**config.mk**
```make
export PLATFORM = sky130hd
export DESIGN_NAME = spi_fifo_master
export DESIGN_NICKNAME = d
export VERILOG_FILES = /design/src/rtl/spi_eng_pkg.sv /design/src/rtl/spi_frac_tick.sv /design/src/rtl/spi_byte_fifo.sv /design/src/rtl/spi_shift_core.sv /design/src/rtl/spi_fifo_master.sv
export SDC_FILE = /design/constraint.sdc
export NUM_CORES = 1
export LEC_CHECK = 0
export BUFFER_PORTS_ARGS = -buffer_cell sky130_fd_sc_hd__buf_2
export CORE_MARGIN = 3
export CORE_UTILIZATION = 55
export DETAILED_ROUTE_END_ITERATION = 8
export PLACE_DENSITY = 0.74
export RECOVER_POWER = 25
export SETUP_SLACK_MARGIN = 0.02
export SLEW_MARGIN = 20
export SYNTH_ARGS = -nofsm -noshare
export SYNTH_HDL_FRONTEND = slang
export SYNTH_HIERARCHICAL = 1
export SYNTH_SLANG_ARGS = --single-unit
```
**constraint.sdc**
```tcl
create_clock -name clk -period 4.2 [get_ports clk]
set_clock_uncertainty 0.05 [all_clocks]
set_input_delay 0.42 -clock clk [delete_from_list [all_inputs] [get_ports clk]]
set_output_delay 0.42 -clock clk [all_outputs]
set_load 0.01 [all_outputs]
```
**src/rtl/spi_eng_pkg.sv**
```systemverilog
package spi_eng_pkg;
  localparam int unsigned FRAC_BITS     = 8;
  localparam int unsigned TICKS_PER_BIT = 4;

  // Four tick-steps per bit: A fetch/park, B low or drive, C mid, D close.
  typedef enum logic [1:0] {
    STEP_A = 2'd0,
    STEP_B = 2'd1,
    STEP_C = 2'd2,
    STEP_D = 2'd3
  } step_e;
endpackage

```
**src/rtl/spi_frac_tick.sv**
```systemverilog
module spi_frac_tick #(
  parameter int unsigned DIV_W  = 32,
  parameter int unsigned FRAC_W = 8
) (
  input  logic             clk,
  input  logic             rst_n,
  input  logic             run,
  input  logic [DIV_W-1:0] div,
  output logic             tick
);
  localparam int unsigned ACC_W = DIV_W + 1;
  localparam logic [DIV_W-1:0] UNIT = DIV_W'(1) << FRAC_W;

  logic [DIV_W-1:0] div_eff;
  logic [DIV_W-1:0] acc_q, acc_d;
  logic [ACC_W-1:0] sum, rem;

  always_comb begin
    div_eff = (div < UNIT) ? UNIT : div;
    sum     = {1'b0, acc_q} + {1'b0, UNIT};
    rem     = sum - {1'b0, div_eff};
    tick    = run && (sum >= {1'b0, div_eff});
    if (!run)      acc_d = '0;
    else if (tick) acc_d = rem[DIV_W-1:0];
    else           acc_d = sum[DIV_W-1:0];
  end

  always_ff @(posedge clk or negedge rst_n) begin
    if (!rst_n) acc_q <= '0;
    else        acc_q <= acc_d;
  end

  // Divider of 2.0 or more never yields ticks on consecutive cycles.
  AST_TICK_GAP: assert property (@(posedge clk) disable iff (!rst_n)
    (tick && (div_eff[DIV_W-1:FRAC_W+1] != '0)) |=> !tick);

  // The residue always stays below one tick period.
  AST_ACC_BOUND: assert property (@(posedge clk) disable iff (!rst_n)
    run |-> (acc_q < div_eff));
endmodule

```
**src/rtl/spi_byte_fifo.sv**
```systemverilog
module spi_byte_fifo #(
  parameter int unsigned WIDTH = 8,
  parameter int unsigned DEPTH = 4
) (
  input  logic                             clk,
  input  logic                             rst_n,
  input  logic                             in_valid,
  input  logic [WIDTH-1:0]                 in_data,
  output logic                             in_ready,
  output logic                             out_valid,
  output logic [WIDTH-1:0]                 out_data,
  input  logic                             out_ready,
  output logic [$clog2(DEPTH+1)-1:0]       level,
  output logic                             empty,
  output logic                             full
);
  localparam int unsigned AW = (DEPTH > 1) ? $clog2(DEPTH) : 1;
  localparam int unsigned LW = $clog2(DEPTH + 1);
  localparam logic [AW-1:0] LAST_IDX = AW'(DEPTH - 1);
  localparam logic [LW-1:0] DEPTH_L  = LW'(DEPTH);

  logic [AW-1:0]    wr_q, wr_d, rd_q, rd_d;
  logic [LW-1:0]    lvl_q, lvl_d;
  logic             do_push, do_pop;
  logic [WIDTH-1:0] row_q [DEPTH];

  always_comb begin
    empty     = (lvl_q == '0);
    full      = (lvl_q == DEPTH_L);
    in_ready  = !full;
    out_valid = !empty;
    do_push   = in_valid && !full;
    do_pop    = out_ready && !empty;
    wr_d      = wr_q;
    rd_d      = rd_q;
    lvl_d     = lvl_q;
    if (do_push) wr_d = (wr_q == LAST_IDX) ? '0 : wr_q + AW'(1);
    if (do_pop)  rd_d = (rd_q == LAST_IDX) ? '0 : rd_q + AW'(1);
    if (do_push && !do_pop)      lvl_d = lvl_q + LW'(1);
    else if (do_pop && !do_push) lvl_d = lvl_q - LW'(1);
    out_data = row_q[rd_q];
    level    = lvl_q;
  end

  always_ff @(posedge clk or negedge rst_n) begin
    if (!rst_n) begin
      wr_q  <= '0;
      rd_q  <= '0;
      lvl_q <= '0;
    end else begin
      wr_q  <= wr_d;
      rd_q  <= rd_d;
      lvl_q <= lvl_d;
    end
  end

  for (genvar g = 0; g < DEPTH; g++) begin : g_row
    logic row_we;
    assign row_we = do_push && (wr_q == AW'(g));
    always_ff @(posedge clk) begin
      if (row_we) row_q[g] <= in_data;
    end
  end

  AST_NO_OVERFLOW: assert property (@(posedge clk) disable iff (!rst_n)
    level <= DEPTH_L);

  AST_FULL_DROPS_PUSH: assert property (@(posedge clk) disable iff (!rst_n)
    (full && !out_ready) |=> (level == DEPTH_L));

  AST_EMPTY_DROPS_POP: assert property (@(posedge clk) disable iff (!rst_n)
    (empty && !in_valid) |=> empty);
endmodule

```
**src/rtl/spi_shift_core.sv**
```systemverilog
module spi_shift_core
  import spi_eng_pkg::*;
#(
  parameter int unsigned WORD_W = 8
) (
  input  logic              clk,
  input  logic              rst_n,
  input  logic              run,
  input  logic              tick,
  input  logic              cpha,
  input  logic              miso,
  input  logic              tx_avail,
  input  logic [WORD_W-1:0] tx_word,
  input  logic              rx_room,
  output logic              tx_pop,
  output logic              rx_push,
  output logic [WORD_W-1:0] rx_word,
  output logic              stall_pulse,
  output logic              sck_int,
  output logic              mosi
);
  localparam int unsigned CNT_W = (WORD_W > 1) ? $clog2(WORD_W) : 1;
  localparam logic [CNT_W-1:0] LAST_BIT = CNT_W'(WORD_W - 1);

  step_e             step_q, step_d;
  logic [CNT_W-1:0]  cnt_q, cnt_d;
  logic [WORD_W-1:0] txsh_q, txsh_d, rxsh_q, rxsh_d, src;
  logic              hold_q, hold_d, sck_q, sck_d, mosi_q, mosi_d;
  logic              frame_start, can_go;

  always_comb begin
    step_d      = step_q;
    cnt_d       = cnt_q;
    txsh_d      = txsh_q;
    rxsh_d      = rxsh_q;
    hold_d      = hold_q;
    sck_d       = sck_q;
    mosi_d      = mosi_q;
    tx_pop      = 1'b0;
    rx_push     = 1'b0;
    stall_pulse = 1'b0;
    rx_word     = {rxsh_q[WORD_W-2:0], miso};
    frame_start = (cnt_q == '0);
    can_go      = !frame_start || (tx_avail && rx_room);
    src         = frame_start ? tx_word : txsh_q;

    if (!run) begin
      step_d = STEP_A;
      cnt_d  = '0;
      txsh_d = '0;
      rxsh_d = '0;
      hold_d = 1'b0;
      sck_d  = 1'b0;
      mosi_d = 1'b0;
    end else if (tick) begin
      unique case (step_q)
        STEP_A: begin
          sck_d = 1'b0;
          if (!can_go) begin
            stall_pulse = frame_start && !tx_avail;
          end else begin
            tx_pop = frame_start;
            hold_d = src[WORD_W-1];
            txsh_d = {src[WORD_W-2:0], 1'b0};
            if (!cpha) mosi_d = src[WORD_W-1];
            step_d = STEP_B;
          end
        end
        STEP_B: begin
          if (cpha) begin
            mosi_d = hold_q;
            sck_d  = 1'b1;
          end
          step_d = STEP_C;
        end
        STEP_C: begin
          if (!cpha) begin
            rxsh_d  = rx_word;
            rx_push = (cnt_q == LAST_BIT);
            sck_d   = 1'b1;
          end
          step_d = STEP_D;
        end
        default: begin
          if (cpha) begin
            rxsh_d  = rx_word;
            rx_push = (cnt_q == LAST_BIT);
            sck_d   = 1'b0;
          end
          cnt_d  = (cnt_q == LAST_BIT) ? '0 : cnt_q + CNT_W'(1);
          step_d = STEP_A;
        end
      endcase
    end
  end

  always_ff @(posedge clk or negedge rst_n) begin
    if (!rst_n) begin
      step_q <= STEP_A;
      cnt_q  <= '0;
      txsh_q <= '0;
      rxsh_q <= '0;
      hold_q <= 1'b0;
      sck_q  <= 1'b0;
      mosi_q <= 1'b0;
    end else begin
      step_q <= step_d;
      cnt_q  <= cnt_d;
      txsh_q <= txsh_d;
      rxsh_q <= rxsh_d;
      hold_q <= hold_d;
      sck_q  <= sck_d;
      mosi_q <= mosi_d;
    end
  end

  assign sck_int = sck_q;
  assign mosi    = mosi_q;

  // Phase 0: data never moves while the clock is held active.
  AST_CPHA0_MOSI_HELD: assert property (@(posedge clk) disable iff (!rst_n)
    (run && $past(run) && !cpha && sck_q && $past(sck_q)) |-> $stable(mosi_q));

  // Phase 1: data never moves while the clock is held idle.
  AST_CPHA1_MOSI_HELD: assert property (@(posedge clk) disable iff (!rst_n)
    (run && $past(run) && cpha && !sck_q && !$past(sck_q)) |-> $stable(mosi_q));
endmodule

```
**src/rtl/spi_fifo_master.sv**
```systemverilog
module spi_fifo_master
  import spi_eng_pkg::*;
#(
  parameter int unsigned DIV_W      = 32,
  parameter int unsigned WORD_W     = 8,
  parameter int unsigned FIFO_DEPTH = 4,
  parameter int unsigned LVL_W      = $clog2(FIFO_DEPTH + 1)
) (
  input  logic              clk,
  input  logic              rst_n,
  input  logic              enable,
  input  logic [DIV_W-1:0]  cfg_div,
  input  logic              cfg_cpha,
  input  logic              cfg_cpol,
  input  logic              tx_valid,
  input  logic [WORD_W-1:0] tx_data,
  output logic              tx_ready,
  output logic              tx_empty,
  output logic              tx_full,
  output logic [LVL_W-1:0]  tx_level,
  output logic              rx_valid,
  output logic [WORD_W-1:0] rx_data,
  input  logic              rx_ready,
  output logic              rx_empty,
  output logic              rx_full,
  output logic [LVL_W-1:0]  rx_level,
  output logic              stall_flag,
  input  logic              stall_clr,
  output logic              sck,
  output logic              mosi,
  input  logic              miso
);
  logic [1:0]        rst_sync_q;
  logic              rst_s;
  logic [DIV_W-1:0]  div_q;
  logic              cpha_q, cpol_q;
  logic              tick;
  logic              txq_valid, txq_pop, rxq_ready, rxq_push;
  logic [WORD_W-1:0] txq_word, rxq_word;
  logic              stall_pulse, sck_int;
  logic              flag_q, flag_d;

  // Asynchronous assert, synchronous release.
  always_ff @(posedge clk or negedge rst_n) begin
    if (!rst_n) rst_sync_q <= 2'b00;
    else        rst_sync_q <= {rst_sync_q[0], 1'b1};
  end
  assign rst_s = rst_sync_q[1];

  // Configuration is captured only while the engine is stopped.
  always_ff @(posedge clk or negedge rst_s) begin
    if (!rst_s) begin
      div_q  <= '0;
      cpha_q <= 1'b0;
      cpol_q <= 1'b0;
    end else if (!enable) begin
      div_q  <= cfg_div;
      cpha_q <= cfg_cpha;
      cpol_q <= cfg_cpol;
    end
  end

  spi_frac_tick #(
    .DIV_W  (DIV_W),
    .FRAC_W (FRAC_BITS)
  ) u_tick (
    .clk   (clk),
    .rst_n (rst_s),
    .run   (enable),
    .div   (div_q),
    .tick  (tick)
  );

  spi_byte_fifo #(
    .WIDTH (WORD_W),
    .DEPTH (FIFO_DEPTH)
  ) u_txq (
    .clk       (clk),
    .rst_n     (rst_s),
    .in_valid  (tx_valid),
    .in_data   (tx_data),
    .in_ready  (tx_ready),
    .out_valid (txq_valid),
    .out_data  (txq_word),
    .out_ready (txq_pop),
    .level     (tx_level),
    .empty     (tx_empty),
    .full      (tx_full)
  );

  spi_byte_fifo #(
    .WIDTH (WORD_W),
    .DEPTH (FIFO_DEPTH)
  ) u_rxq (
    .clk       (clk),
    .rst_n     (rst_s),
    .in_valid  (rxq_push),
    .in_data   (rxq_word),
    .in_ready  (rxq_ready),
    .out_valid (rx_valid),
    .out_data  (rx_data),
    .out_ready (rx_ready),
    .level     (rx_level),
    .empty     (rx_empty),
    .full      (rx_full)
  );

  spi_shift_core #(
    .WORD_W (WORD_W)
  ) u_core (
    .clk         (clk),
    .rst_n       (rst_s),
    .run         (enable),
    .tick        (tick),
    .cpha        (cpha_q),
    .miso        (miso),
    .tx_avail    (txq_valid),
    .tx_word     (txq_word),
    .rx_room     (rxq_ready),
    .tx_pop      (txq_pop),
    .rx_push     (rxq_push),
    .rx_word     (rxq_word),
    .stall_pulse (stall_pulse),
    .sck_int     (sck_int),
    .mosi        (mosi)
  );

  // Sticky stall flag; a detected stall outranks the clearing read.
  always_comb begin
    flag_d = flag_q;
    if (stall_clr)   flag_d = 1'b0;
    if (stall_pulse) flag_d = 1'b1;
  end

  always_ff @(posedge clk or negedge rst_s) begin
    if (!rst_s) flag_q <= 1'b0;
    else        flag_q <= flag_d;
  end

  assign stall_flag = flag_q;
  assign sck        = sck_int ^ cpol_q;

  AST_CFG_FROZEN: assert property (@(posedge clk) disable iff (!rst_s)
    (enable && $past(enable)) |-> ($stable(div_q) && $stable(cpha_q) && $stable(cpol_q)));

  AST_RX_NEVER_DROPS: assert property (@(posedge clk) disable iff (!rst_s)
    rxq_push |-> rxq_ready);

  AST_POP_HAS_DATA: assert property (@(posedge clk) disable iff (!rst_s)
    txq_pop |-> txq_valid);

  AST_STALL_PARKS_SCK: assert property (@(posedge clk) disable iff (!rst_s)
    stall_pulse |=> (sck == cpol_q));
endmodule

```
# --- Yosys cells after proc, flatten, opt, wreduce, memory -nomap -nowiden ---
# Memories as Yosys holds them, arrays and structs flattened.
# Cells that the tools add are included.
word_totals:
  out_inout_bits: 23
  n_memories: 2
  mem_bits_rw: 64
  inputBits: 49
  register_bits: 106
  elab_cells: 206
op_classes:
  mux: 94
  n_addsub: 11
  n_eq_ne: 25
  magnitude_cmp: 2
  bitwise: 1
  n_reduce_logical: 52
memory_table:
  columns: ["memory", "depth", "width", "rd", "rd_ports_with_merged_regs", "write_ports", "line_no", "source"]
  rows:
  - ["u_rxq.row_q", 4, 8, 1, 0, 1, "spi_byte_fifo.sv:25", "logic [WIDTH-1:0] row_q [DEPTH];"]
  - ["u_txq.row_q", 4, 8, 1, 0, 1, "spi_byte_fifo.sv:25", null]
op_table:
  columns: ["cell", "count"]
  rows:
  - ["32-bit 2-to-1 mux", 3]
  - ["8-bit 2-to-1 mux", 11]
  - ["1-bit 2-to-1 mux", 50]
  - ["8-bit OR reduction", 6]
  - ["32-bit by 9-bit adder with 33-bit output (second input constant)", 1]
  - ["33-bit by 32-bit greater-or-equal comparator with 1-bit output", 1]
  - ["32-bit by 9-bit less-than comparator with 1-bit output (second input constant)", 1]
  - ["32-bit subtractor", 1]
  - ["7-bit 2-to-1 mux", 4]
  - ["2-bit 2-to-1 mux", 13]
  - ["3-bit 2-to-1 mux", 8]
  - ["1-bit logical AND", 19]
  - ["2-bit == test (second input constant)", 7]
  - ["7-bit one-hot mux with 2 select lines", 1]
  - ["3-bit by 1-bit adder with 3-bit output (second input constant)", 3]
  - ["3-bit == test (second input constant)", 3]
  - ["1-bit zero test", 9]
  - ["3-bit zero test", 3]
  - ["3-bit inequality test (second input constant)", 3]
  - ["2-bit by 1-bit adder with 2-bit output (second input constant)", 4]
  - ["4-bit AND reduction", 2]
  - ["2-bit by 1-bit == test with 1-bit output (second input constant)", 3]
  - ["2-bit zero test", 3]
  - ["2-bit by 1-bit inequality test with 1-bit output (second input constant)", 3]
  - ["16 further kinds", 23]

# --- Logic depth before layout (Yosys ltp) ---
depth:
  depth_word: 14
  ltp_mapped: 30
  mapped_depth_nobuf: 26

# --- Hierarchy ---
# Netlist, hierarchy kept.
by_module_without_submodules:
  columns: ["mod", "instances", "cells_per_inst", "area_each_um2", "seq_area_each_um2"]
  rows:
  - ["spi_frac_tick", 1, 461, 3727.3, 800.8]
  - ["spi_byte_fifo (u_rxq)", 1, 82, 1627.8, 1136.1]
  - ["spi_byte_fifo (u_txq)", 1, 81, 1610.3, 1136.1]
  - ["spi_fifo_master", 1, 79, 1516.5, 925.9]
  - ["spi_shift_core", 1, 141, 1298.7, 550.5]

# --- Worst setup path before layout ---
# Ideal clock, no wire load.
synth_timing:
  path_kind: "register -> register"
  from: "reg u_tick.acc_q[8]"
  to: "reg u_txq.lvl_q[1] (netlist: u_txq/level[1])"
  path_stages_with_launch: 28
  arrival_time_ps: 4824
  required_ps: 4025
  slack_ps: -799
  n_path_buf: 4
  period_less_slack_ps: 4999
  setup_ps: 125
  cell_sequence: "dfrtp_1 -> ha_1 -> and3_1 -> clkbuf_1 -> nand2_1 -> nor2_1 -> and4_1 -> xnor2_1 -> ha_1 -> clkbuf_1 -> nand2_1 -> nand2_1 -> a21oi_1 -> o21bai_1 -> o2111a_1 -> a21oi_2 -> buf_6 -> nand2b_1 -> inv_1 -> buf_6 -> inv_6 -> or3_2 -> nor2_1 -> nand2_1 -> ha_1 -> inv_1 -> fa_1 -> mux2_2"
synth_between:
  elab_chain_cells: 9
  elab_cells_between_ends: 11
  classes_between: "add/sub (1); order compare (1); mux (3); reduce/logical (6)"
synth_rtl:
  columns: ["item", "line_no", "source"]
  rows:
  - ["from (decl)", "spi_frac_tick.sv:15", "logic [DIV_W-1:0] acc_q, acc_d;"]
  - ["from (signal assigned)", "spi_frac_tick.sv:29", "if (!rst_n) acc_q <= '0;"]
  - ["from (signal assigned)", "spi_frac_tick.sv:30", "else acc_q <= acc_d;"]
  - ["32-bit by 9-bit adder with 33-bit output", "spi_frac_tick.sv:20", "sum = {1'b0, acc_q} + {1'b0, UNIT};"]
  - ["33-bit by 32-bit greater-or-equal comparator with 1-bit output", "spi_frac_tick.sv:22", "tick = run && (sum >= {1'b0, div_eff});"]
  - ["1-bit logical AND", "spi_frac_tick.sv:22", null]
  - ["net tick", "spi_fifo_master.sv:37", "logic tick;"]
  - ["1-bit 2-to-1 mux", "spi_shift_core.sv:55", "end else if (tick) begin"]
  - ["1-bit 2-to-1 mux", "spi_shift_core.sv:47", "if (!run) begin"]
  - ["net txq_pop", "spi_fifo_master.sv:38", "logic txq_valid, txq_pop, rxq_ready, rxq_push;"]
  - ["1-bit logical AND", "spi_byte_fifo.sv:33", "do_pop = out_ready && !empty;"]
  - ["1-bit zero test", "spi_byte_fifo.sv:39", "if (do_push && !do_pop) lvl_d = lvl_q + LW'(1);"]
  - ["1-bit logical AND", "spi_byte_fifo.sv:39", null]
  - ["3-bit 2-to-1 mux", "spi_byte_fifo.sv:39", null]
  - ["net u_txq.lvl_d[1]", "spi_byte_fifo.sv:23", "logic [LW-1:0] lvl_q, lvl_d;"]
  - ["to (signal assigned)", "spi_byte_fifo.sv:53", "lvl_q <= lvl_d;"]
  - ["to (decl)", "spi_byte_fifo.sv:23", null]
# The timed path passes the listed nets, and every way through them passes these cells.
# A chain may end at the register's enable or synchronous reset.

# --- Worst setup path after layout ---
layout_timing:
  from: "reg div_q[30]"
  to: "reg u_txq.lvl_q[1] (netlist: u_txq/level[1])"
layout_between:
  elab_chain_cells: 10
  elab_cells_between_ends: 12
  classes_between: "order compare (2); mux (4); reduce/logical (6)"
layout_rtl:
  columns: ["item", "line_no", "source"]
  rows:
  - ["from (decl)", "spi_fifo_master.sv:35", "logic [DIV_W-1:0] div_q;"]
  - ["from (signal assigned)", "spi_fifo_master.sv:57", "div_q <= cfg_div;"]
  - ["32-bit by 9-bit less-than comparator with 1-bit output", "spi_frac_tick.sv:19", "div_eff = (div < UNIT) ? UNIT : div;"]
  - ["32-bit 2-to-1 mux *", "spi_frac_tick.sv:19", null]
  - ["33-bit by 32-bit greater-or-equal comparator with 1-bit output *", "spi_frac_tick.sv:22", null]
  - ["1-bit logical AND *", "spi_frac_tick.sv:22", null]
  - ["net tick", "spi_fifo_master.sv:37", null]
  - ["1-bit 2-to-1 mux *", "spi_shift_core.sv:55", null]
  - ["1-bit 2-to-1 mux *", "spi_shift_core.sv:47", null]
  - ["net txq_pop", "spi_fifo_master.sv:38", null]
  - ["1-bit logical AND *", "spi_byte_fifo.sv:33", null]
  - ["1-bit zero test *", "spi_byte_fifo.sv:39", null]
  - ["1-bit logical AND *", "spi_byte_fifo.sv:39", null]
  - ["3-bit 2-to-1 mux *", "spi_byte_fifo.sv:39", null]
  - ["net u_txq.lvl_d[1]", "spi_byte_fifo.sv:23", null]
# Mark *: on every way through the listed nets, which the timed path passes. The rest lies on a longest branch.

==> flow_metrics.tcl <==
set metrics [dict create \
    clk-insertion-delay-late_ps 430 \
    ios 72 \
    ys_types 74 \
    synth_area_per_cell_sq_um 11.6 \
    tightest_slew_ps 914 \
    grt_pass1_wl_um 35700 \
    final_max_slew_viol_count 0 \
    coreArea_sq_um 17400 \
    start_util_pct 56.4 \
    firstDrtPassIters 5 \
    max-slew-margin-rel_pct 39.1 \
    ctsLongestPathBuffers 2 \
    die_w_um 139 \
    syn_area_sq_um 9780 \
    htreeDepth 4 \
    drtIter0Drc 498 \
    worstHoldPathType "in2reg" \
    cts_tree "done" \
    fin_util_pct 71.3 \
    violations "setup timing" \
    period_share_pct 115 \
    setup_violations 82 \
    cp-end-kind "flip-flop" \
    fp.dieH_um 139 \
    diodes 0 \
    setup_slack_ps -650 \
    cp.required_ps 4470 \
    first_global_vias 7357 \
    grt-ovfl-total 0 \
    critPathArrivalTime_ps 5120 \
    cts_buffers 17 \
    vdd_ir_drop_max_mv 0.314 \
    cp_max_fo 4 \
    fmax_mhz 206 \
    via_per_inst 5.53 \
    grt_antenna_before_repair 1 \
    fin_cells 1306 \
    vias 7221 \
    rsz0062_at_grt "true" \
    dpl.hpwl_um 14900 \
    synth-seq-cells 169 \
    crit_path_start_kind "flip-flop" \
    place_area_sq_um 11300 \
    totalWireLength_um 21500 \
    fin_crit_ps 4850 \
    drv_cap 0 \
    cts_sinks 169 \
    leakage_nw 5.92 \
    synth.yosys.warnings 6 \
    outcome "finished with violations" \
    async_flop_share_pct 62.1 \
    cts-root-buf "clkbuf_16" \
    die_area_sq_um 19400 \
    syn_inst 844 \
    num_rows 48 \
    total_power_mw 4.44 \
    hold_viol 0 \
    critical_path_class "reg2reg" \
    syn_nets 948 \
    place_congestion 0.850 \
    yosysSeqAreaShare_pct 46.5 \
    areaGrowthSynthToFinish_pct 26.5 \
    wl_per_cell_um 16.5 \
    dp_cells 1253 \
    io_buffers 71 \
    fill_cells 1183 \
    powerDensity_nw_per_um2 358 \
    synth-edff-count 64 \
    synth_ff_type "dfrtp_1" \
    grt_use_total_pct 22.4 \
    drive_gt1_share_pct 36.1 \
    drcViolationCount 0 \
    clk_pin_slew_ps 80 \
    drtAntennaViolNets 0 \
    stdcell_area_sq_um 12400 \
    grt_max_degree 73 \
    nNetsFinal 1172 \
]
registers in the layout, summed over array words and instances, names as in the netlist, 2 cells and up:
signal / cells
u_txq/wr_q: 2
u_rxq/rd_q: 2
u_core/cnt_q: 3
u_core/step_q: 2
u_rxq/row_q: 32
u_core/txsh_q: 7
u_txq/rd_q: 2
u_txq/level: 3
u_rxq/level: 3
rst_sync_q: 2
u_txq/row_q: 32
u_tick/acc_q: 32
div_q: 32
u_rxq/wr_q: 2
u_core/rxsh_q: 7
through the flow:
step / worst slack [ps] / setup TNS, ps / hold WS (ps)
floorplan: -560 / -4290 / 74.4
global placement: -605 / -16150 / 156
detailed placement: -688 / -21510 / 158
CTS: -527 / -7230 / 131
global route: -819 / -29040 / 153
finish: -650 / -13640 / 161
worst max-delay path: stages (launching register included):
cell and delay, ps:
dfrtp_1 390, nor4_2 300, buf_4 170, nand4_1 100
nand3b_1 300, nor2b_1 200, ha_1 340, buf_6 120
nand3_4 100, nor2_4 160, a2111oi_4 100, o211ai_2 220
a311oi_4 140, o211ai_2 220, a21oi_4 80, nand2b_4 160
inv_4 90, inv_6 30, or3_4 380, nor2_4 130
nand2_2 80, ha_4 170, inv_2 50, fa_2 410
mux2_2 260
placed cells by master (no fill, tap or decap), types with 22 or more instances in the layout:
cell / count
nand2_1: 55
a21oi_1: 35
xor2_1: 22
ha_1: 45
dfrtp_1: 104
mux2i_1: 27
edfxtp_1: 64
xnor2_1: 33
mux2_4: 39
buf_4: 153
buf_2: 60
nor2_1: 51
inv_1: 56
nor2b_1: 30
nand3_1: 23
logic make-up (layout without fill, tap and decap cells):
logic type,Yosys count,after routing,synth area share [%]
AOI/OAI and AO/OA,137,137,10.3
adders and majority gates,55,55,7.27
DFF,169,169,46.5
other,1,1,0.0383
muxes,88,88,13.0
and+or+nand+nor,245,245,12.8
buffers and inverters,92,329,4.93
xor gates and xnor gates,57,57,5.10
timing repair:
| item | CTS | global route |
|---|---|---|
| cloned | 0 | 1 |
| resized for setup | 32 | 20 |
| pin swaps | 7 | 10 |
| hold buffers | 1 | 0 |
| hold endpoints to repair | 2 | 0 |
| buffers inserted | 8 | 13 |
| endpoints found under the setup margin | 93 | 97 |
path summary, 6_finish.rpt:
check	from	end	slack (ps)	cells past startpoint
worst max-delay path	div_q[30]	u_txq/level[1]	-650	24
worst min-delay path	cfg_div[6]	div_q[6]	160	2
worst max register to register	div_q[30]	u_txq/level[1]	-650	24
worst min register to register	rst_sync_q[0]	rst_sync_q[1]	310	0
max in group asynchronous	rst_sync_q[1]	u_tick/acc_q[22]	2730	1
min in group asynchronous	rst_n	rst_sync_q[1]	260	2
layer usage:
metal / up-vias / routed length (um) / global-route usage (%)
met2: 178 / 10400 / 37.2
met1: 3536 / 9990 / 30.9
li1: 3476 / - / -
met5: - / 11 / 0
met3: 29 / 875 / 4.16
met4: 2 / 260 / 5.66
cells in the mapped netlist (8+ instances only):
library cell / count / share of area (%)
mux2_2: 9 / 1.0
inv_1: 59 / 2.3
ha_1: 52 / 6.7
nor2b_1: 31 / 2.0
dfrtp_1: 105 / 27
nand4_1: 8 / 0.51
edfxtp_1: 64 / 20
nor2_1: 55 / 2.1
nor4_1: 8 / 0.51
nand2_1: 62 / 2.4
xor2_1: 22 / 2.0
a21o_1: 18 / 1.4
mux2i_1: 27 / 2.8
a21oi_1: 37 / 1.9
clkbuf_1: 12 / 0.46
mux4_2: 16 / 3.7
xnor2_1: 35 / 3.1
o21ai_0: 17 / 0.87
mux2_4: 36 / 5.5
nand3_1: 26 / 1.3
power breakdown:
group / leakage [nW] / internal (mW) / switching [mW]
sequential: 1.96 / 1.85 / 0.114
combinational: 3.67 / 0.459 / 0.405
clock: 0.299 / 0.861 / 0.748
total: 5.92 / 3.17 / 1.27
area by class of cell:
class,count,area [sq um],share of cell area [%]
Clock buffer,17,425,3.44
Multi-Input combinational cell,583,5030,40.6
Inverter,61,236,1.91
Clock inverter,15,196,1.59
Tap cell,225,282,2.28
Timing Repair Buffer,236,1650,13.4
Sequential cell,169,4550,36.8
No activity file was read; power rests on OpenSTA's default activity.
